## src/rtl/lineTestPkg.sv

```systemverilog
package lineTestPkg;
  // Strobes from control to datapath
  typedef struct packed {
    logic load;     // reload accumulator with the frame's initial offset
    logic advance;  // a pixel is judged this cycle, offset steps afterwards
    logic wrap;     // the step taken is the row-wrap step
  } strobeT;
endpackage

```

## src/rtl/lineTestCtrl.sv

```systemverilog
module lineTestCtrl
  import lineTestPkg::*;
(
  input  logic   frameStart,
  input  logic   pixValid,
  input  logic   lineEnd,
  output strobeT strobes
);
  always_comb begin
    strobes.load    = frameStart;
    strobes.advance = pixValid;
    // row wrap only counts when a pixel is actually present
    strobes.wrap    = pixValid & lineEnd;
  end
endmodule

```

## src/rtl/lineTestDatapath.sv

```systemverilog
module lineTestDatapath
  import lineTestPkg::*;
#(
  parameter int W    = 30,
  parameter int FRAC = 16
) (
  input  logic                clk,
  input  logic                rstN,
  input  strobeT              strobes,
  input  logic signed [W-1:0] initOffset,
  input  logic signed [W-1:0] pixelStep,
  input  logic signed [W-1:0] lineStep,
  output logic                onLine
);
  localparam logic signed [W:0] HALF_WIDE = {{(W-FRAC+1){1'b0}}, 1'b1, {(FRAC-1){1'b0}}};
  localparam logic signed [W-1:0] HALF = HALF_WIDE[W-1:0];

  logic signed [W-1:0] acc, cur, step, nextAcc;
  logic signed [W:0]   upperGap, lowerGap;
  logic                inBand;

  // offset of the pixel presented now
  always_comb cur = strobes.load ? initOffset : acc;

  always_comb step = strobes.wrap ? lineStep : pixelStep;
  always_comb nextAcc = cur + step;

  // the two bound checks as one subtractor and one adder
  always_comb begin
    upperGap = HALF_WIDE - {cur[W-1], cur};
    lowerGap = {cur[W-1], cur} + HALF_WIDE;
    inBand   = !upperGap[W] && !lowerGap[W];
  end

  always_ff @(posedge clk) begin
    if (!rstN) begin
      acc    <= '0;
      onLine <= 1'b0;
    end else begin
      if (strobes.advance)   acc <= nextAcc;
      else if (strobes.load) acc <= initOffset;
      onLine <= strobes.advance && inBand;
    end
  end

  // no verdict without a pixel
  assert_idle_low_R6: assert property (@(posedge clk) disable iff (!rstN)
    !strobes.advance |=> !onLine);

  // offset held while idle
  assert_hold_R7: assert property (@(posedge clk) disable iff (!rstN)
    (!strobes.advance && !strobes.load) |=> $stable(acc));

  // load without pixel takes the initial offset
  assert_load_R2: assert property (@(posedge clk) disable iff (!rstN)
    (strobes.load && !strobes.advance) |=> acc == $past(initOffset));

  // in-row step from a running offset
  assert_step_R3: assert property (@(posedge clk) disable iff (!rstN)
    (strobes.advance && !strobes.wrap && !strobes.load) |=>
      acc == $past(acc) + $past(pixelStep));

  // row-wrap step from a running offset
  assert_wrap_R4: assert property (@(posedge clk) disable iff (!rstN)
    (strobes.advance && strobes.wrap && !strobes.load) |=>
      acc == $past(acc) + $past(lineStep));

  // exact bounds are inside
  assert_bound_R5: assert property (@(posedge clk) disable iff (!rstN)
    (strobes.advance && (cur == HALF || cur == -HALF)) |=> onLine);
endmodule

```

## src/rtl/lineMemberTest.sv

```systemverilog
module lineMemberTest
  import lineTestPkg::*;
#(
  parameter int INT_BITS  = 14,
  parameter int FRAC_BITS = 16,
  localparam int W = INT_BITS + FRAC_BITS
) (
  input  logic                clk,
  input  logic                rstN,
  input  logic                frameStart,
  input  logic                pixValid,
  input  logic                lineEnd,
  input  logic signed [W-1:0] initOffset,
  input  logic signed [W-1:0] pixelStep,
  input  logic signed [W-1:0] lineStep,
  output logic                onLine
);
  strobeT strobes;

  lineTestCtrl ctrl (
    .frameStart(frameStart),
    .pixValid  (pixValid),
    .lineEnd   (lineEnd),
    .strobes   (strobes)
  );

  lineTestDatapath #(.W(W), .FRAC(FRAC_BITS)) dp (
    .clk       (clk),
    .rstN      (rstN),
    .strobes   (strobes),
    .initOffset(initOffset),
    .pixelStep (pixelStep),
    .lineStep  (lineStep),
    .onLine    (onLine)
  );
endmodule

```

## config.mk

```make
export PLATFORM = sky130hd
export DESIGN_NAME = lineMemberTest
export DESIGN_NICKNAME = d
export VERILOG_FILES = /design/src/rtl/lineTestPkg.sv /design/src/rtl/lineTestCtrl.sv /design/src/rtl/lineTestDatapath.sv /design/src/rtl/lineMemberTest.sv
export SDC_FILE = /design/constraint.sdc
export NUM_CORES = 1
export LEC_CHECK = 0
export BUFFER_PORTS_ARGS = -buffer_cell sky130_fd_sc_hd__buf_2
export CAP_MARGIN = 20
export CORE_AREA = 2 2 105 107
export DETAILED_ROUTE_END_ITERATION = 7
export DIE_AREA = 0 0 107 109
export PLACE_DENSITY = 0.63
export SLEW_MARGIN = 20
export SYNTH_ARGS = -nofsm -noshare
export SYNTH_HDL_FRONTEND = slang
export SYNTH_HIERARCHICAL = 1
export SYNTH_SLANG_ARGS = --single-unit
```

## constraint.sdc

```tcl
create_clock -name clk -period 5.4 [get_ports clk]
set_input_delay 0.54 -clock clk [delete_from_list [all_inputs] [get_ports clk]]
set_output_delay 0.54 -clock clk [all_outputs]
set_load 0.05 [all_outputs]
```

**Word-level counts from Yosys, hierarchy flattened**

Cells that the tools add are included.

- Bits of input ports: 95
- Word-level logic and storage cells: 13
- Bits in registers: 31

- $add $sub $neg: 3
- Reductions and logical operators: 4
- Muxes and demuxes: 3
- Bitwise operators: 1

Operators by type and width:

| cell | count |
|---|---|
| 30-bit two-way mux | 3 |
| 30-bit by 17-bit adder with 31-bit output (second input constant) | 1 |
| 17-bit by 30-bit subtractor with 31-bit output (first input constant) | 1 |
| 30-bit adder | 1 |
| 1-bit logical AND | 2 |
| 1-bit logical NOT | 2 |
| 1-bit AND | 1 |

**Longest topological paths before layout**

- Word-level depth: 5
- Mapped depth: 15
- Mapped depth without buffers: 12

**By module**

Netlist, hierarchy kept.

By module, submodules not included:

| module | seq. area each (µm²) | times used | cells each | area an instance (µm²) |
|---|---|---|---|---|
| lineTestDatapath | 620.6 | 1 | 434 | 3549.7 |
| lineTestCtrl | 0.0 | 1 | 3 | 21.3 |

**Worst setup path before layout**

OpenSTA, ideal clock, no wires.

- Path type: input to register
- From: in pixValid
- To: reg dp.acc[22]
- Data required time: 5.263 ns
- Path slack: 1.846 ns
- Stages on the path: 13
- Data arrival time: 3.417 ns
- Cells stage by stage: and2_1 -> clkbuf_1 -> mux2_2 -> ha_1 -> fa_1 -> a21o_1 -> a221oi_2 -> a21oi_1 -> a41oi_1 -> o31ai_1 -> a31oi_1 -> xor2_1 -> o22ai_1

- Longest elaborated chain between the ends: 4

RTL lines:

| element | RTL line | RTL |
|---|---|---|
| start, declared | lineMemberTest.sv:11 | `input logic pixValid,` |
| 1-bit AND | lineTestCtrl.sv:13 | `strobes.wrap = pixValid & lineEnd;` |
| 30-bit two-way mux | lineTestDatapath.sv:25 | `always_comb step = strobes.wrap ? lineStep : pixelStep;` |
| 30-bit adder | lineTestDatapath.sv:26 | `always_comb nextAcc = cur + step;` |
| 30-bit two-way mux (*) | lineTestDatapath.sv:40 | `if (strobes.advance) acc <= nextAcc;` |
| end signal, assigned | lineTestDatapath.sv:40 |  |
| end signal, assigned | lineTestDatapath.sv:41 | `else if (strobes.load) acc <= initOffset;` |
| end, declared | lineTestDatapath.sv:18 | `logic signed [W-1:0] acc, cur, step, nextAcc;` |

Every way passes the cells marked *; elsewhere a longest branch is shown, timed or not.
A chain may end at the register's enable or synchronous reset.

==> results.md <==
- Leakage power: 2.00 nW
- WP data required: 5.61 ns
- Worst hold path class: flip-flop to flip-flop
- Path type of the worst setup path: input port to flip-flop
- Yosys warns: 6
- Area growth syn-to-layout: 18.3%
- Io pins: between 90 and 100
- Setup bufs post-CTS: 0
- Detailed Routing Iterations Pass 1: 4
- Internal Power: about 0.65 mW
- Worst rel slew slack: between 60% and 70%
- Area taken by multi-input logic gates: approximately 0.0027 mm2
- Worst-skew pair later-pin latency: roughly 0.29 ns
- Yosys top cell by area: dfxtp_1
- Vias in the first global route: between 3000 and 4000
- Largest net degree at the start of global routing: 40
- Ant diodes: 0
- Area of the die: ~0.012 mm2
- Filler Cells Inserted: approximately 1100
- Hold-fix buffers at CTS: 0
- Clock transition at path regs: approximately 0.070 ns
- Max_cap viols: 0
- Worst Setup End Kind: flip-flop
- Height of the die: approximately 110 um
- Setup violators final: 0
- Number of CTS-inserted buffers: 5
- Gr usage total: a little under a fifth
- Area of placed instances: slightly above 0.004 mm2
- Buf/Inv on CP: 2
- Final worst slack: between 1.5 and 2 ns
- Fin cells: ~660
- Final nets: approximately 640
- Worst slew pin tran: 0.586 ns
- Unrepaired setup endpoints after global routing: no
- Flop pwr share: approximately a quarter
- Via count: approximately 3600
- EDFF count, synth: 0
- TNS Setup: 0 ns
- Combinational power share: 52.2%
- Drt initial violations: 170
- Setup slack, reg-to-reg: 2.30 ns
- Final Cycle Share: a little over two thirds
- Root buffer cell: clkbuf_8
- Seq cells post-synth: 31
- Psw: roughly 0.43 mW
- Cells along the critical path: buf_2, and2_1, buf_4, mux2_2, ha_1, nand4_2, nor3_2, o21ai_2, a211oi_2, nor2_2, or4_1, o211ai_1
- Crit path depth: 12
- TritonCTS clock tree: built
- Fin Hold WS: 0.599 ns
- Register area: approximately 620 um2
- Crit path DAT: ~4 ns
- Count leader, synth: mux2_2
- Overall Power: between 1 and 1.5 mW
- CTS resizes: 0
- Post-synth top cells: 45 x mux2_2, 35 x a21oi_1, 33 x nor2_1
- Hold depth: 2
- Final Cell Area: 0.00422 mm2
- Slew Limit Fails: 0
- Clock sink total: 31
- Overflow after GRT: 0
- First-pass GRT wire length: between 15 and 20 mm
- Crit path max-delay family: simple AND/OR/NAND/NOR gates
- ANT nets after route: 0
- Antenna violations before repair: 0
- Deepest clock path buffer count: 2
- Clock skew: 0.00800 ns
- Rows: 38
- Distinct cells, synth: 64
- Synth top area share: around 17%
- Status: completed
- Slowest CP cell: and2_1
- Share of power burned in the clock network: 22.4%
- Post-synth net total: ~560
- Switching Share: roughly two fifths
- Tmin final: between 3 and 4 ns
- Avg WL per Cell: around 16 um
- Final Util: 39.8%
- Post-Syn Area per Cell: 8.17 um2
- Final Hold Vio Count: 0
- Cell count after synthesis: around 440
- Sequential share of the synthesized area: roughly 17%
- Core Footprint: approximately 0.011 mm2
- Via density: 5.46
- Share of cells above drive strength 1: roughly a third
- Htree depth: 2
- DP Cell Count: between 600 and 700
- DP HPWL: approximately 8.6 mm
- Max incr delay on CP: 0.48 ns
- Critical Path Source Type: input port
- Top_reg_cell synth: dfxtp_1
- Post-Synthesis Cell Area: roughly 0.0036 mm2
- R2R depth: 11
- Asr flop ratio synth: 0%
- Power Dens Cells: roughly 260 mW/mm2
- Max frequency: 264 MHz
- Final Wtd Congestion: ~0.91
- Die width: 107 um
- Setup slack after placement: between 1 and 1.5 ns
- Top post-synthesis cells by area: dfxtp_1 17%, mux2_2 14%, ha_1 10%, a21oi_1 4.9%, mux2i_1 4.8%
- Post-route DRC: 0
- Final WL: roughly 11 mm
- IO Port Bufs: 95
- Initial Util: 33.7%
- Max Fanout on Critical Path: 21
- VDD IR max: 0.120 mV
[registers in the layout (all words and copies together) (netlist names)]
register   count
dp/onLine      1
dp/acc        30
[power by group through the flow]
stage / registers [mW] / clock network [mW] / logic [mW]
global placement: 0.279 / 0 / 0.551
floorplan: 0.277 / 0 / 0.422
detailed placement: 0.280 / 0 / 0.556
CTS: 0.275 / 0.249 / 0.559
global route: 0.278 / 0.259 / 0.624
finish: 0.275 / 0.243 / 0.565
[worst register-to-register path, stage by stage (launching register included)]
cell      delay [ns]
dfxtp_1         0.30
mux2_2          0.29
ha_1            0.23
fa_1            0.40
a21o_1          0.22
a221oi_2        0.32
a21oi_1         0.16
a41oi_1         0.41
nand2b_1        0.17
nand3_1         0.13
mux2_2          0.33
o221ai_1        0.06
[cells in the final DEF, fill, tap and decap left out, types with 2 or more instances in the layout]
| cell | count |
|---|---|
| a211oi_2 | 2 |
| or4_1 | 2 |
| mux2_2 | 45 |
| o22ai_1 | 8 |
| and3_1 | 5 |
| nand4_1 | 11 |
| ha_1 | 29 |
| or2_2 | 2 |
| inv_1 | 17 |
| o31ai_1 | 2 |
| o21a_1 | 3 |
| xor2_1 | 15 |
| o21ai_0 | 18 |
| xnor2_1 | 8 |
| a31oi_1 | 7 |
| nor3_1 | 3 |
| a21o_1 | 20 |
| o211ai_1 | 5 |
| o41ai_1 | 2 |
| dfxtp_1 | 31 |
| clkbuf_8 | 6 |
| o221ai_1 | 2 |
| a211oi_1 | 9 |
| nand3_1 | 6 |
| buf_4 | 3 |
| nor4_1 | 6 |
| nor2_1 | 33 |
| mux2i_1 | 17 |
| nand2b_1 | 5 |
| nor2b_1 | 3 |
| buf_2 | 95 |
| nand2_1 | 24 |
| or3_1 | 3 |
| and4_1 | 5 |
| a21oi_1 | 35 |
[worst paths after layout]
path	endpoint	startpoint
worst max-delay path	dp/acc[25]	pixValid
worst min-delay path	dp/acc[22]	dp/acc[22]
worst max register to register	dp/acc[24]	dp/acc[0]
worst min register to register	dp/acc[22]	dp/acc[22]
[metal layers]
| metal | vias to the layer above | GRT usage [%] | routed length [um] |
|---|---|---|---|
| li1 | 1789 | - | - |
| met1 | 1675 | 24.0 | 4860 |
| met2 | 101 | 32.9 | 5100 |
| met3 | 9 | 3.23 | 598 |
| met4 | 0 | 2.97 | 74 |
| met5 | - | 0 | 0 |
[final cells by class]
class / instances / area share, %
tap: 140 / 4.15
multi-input combinational: 360 / 65.0
sequential: 31 / 14.7
inverter: 18 / 1.60
clock inverter: 2 / 0.829
clock buffer: 6 / 1.95
timing repair buffer: 98 / 11.8
[cells by family after synthesis]
family	synth area share (%)
adders and majority gates	10.7
muxes	19.8
buffers and inverters	5.75
xor gates and xnor gates	5.64
AOI/OAI and AO/OA	23.6
and+or+nand+nor	17.1
DFF	17.4
(Power assumes the default switching activity.)
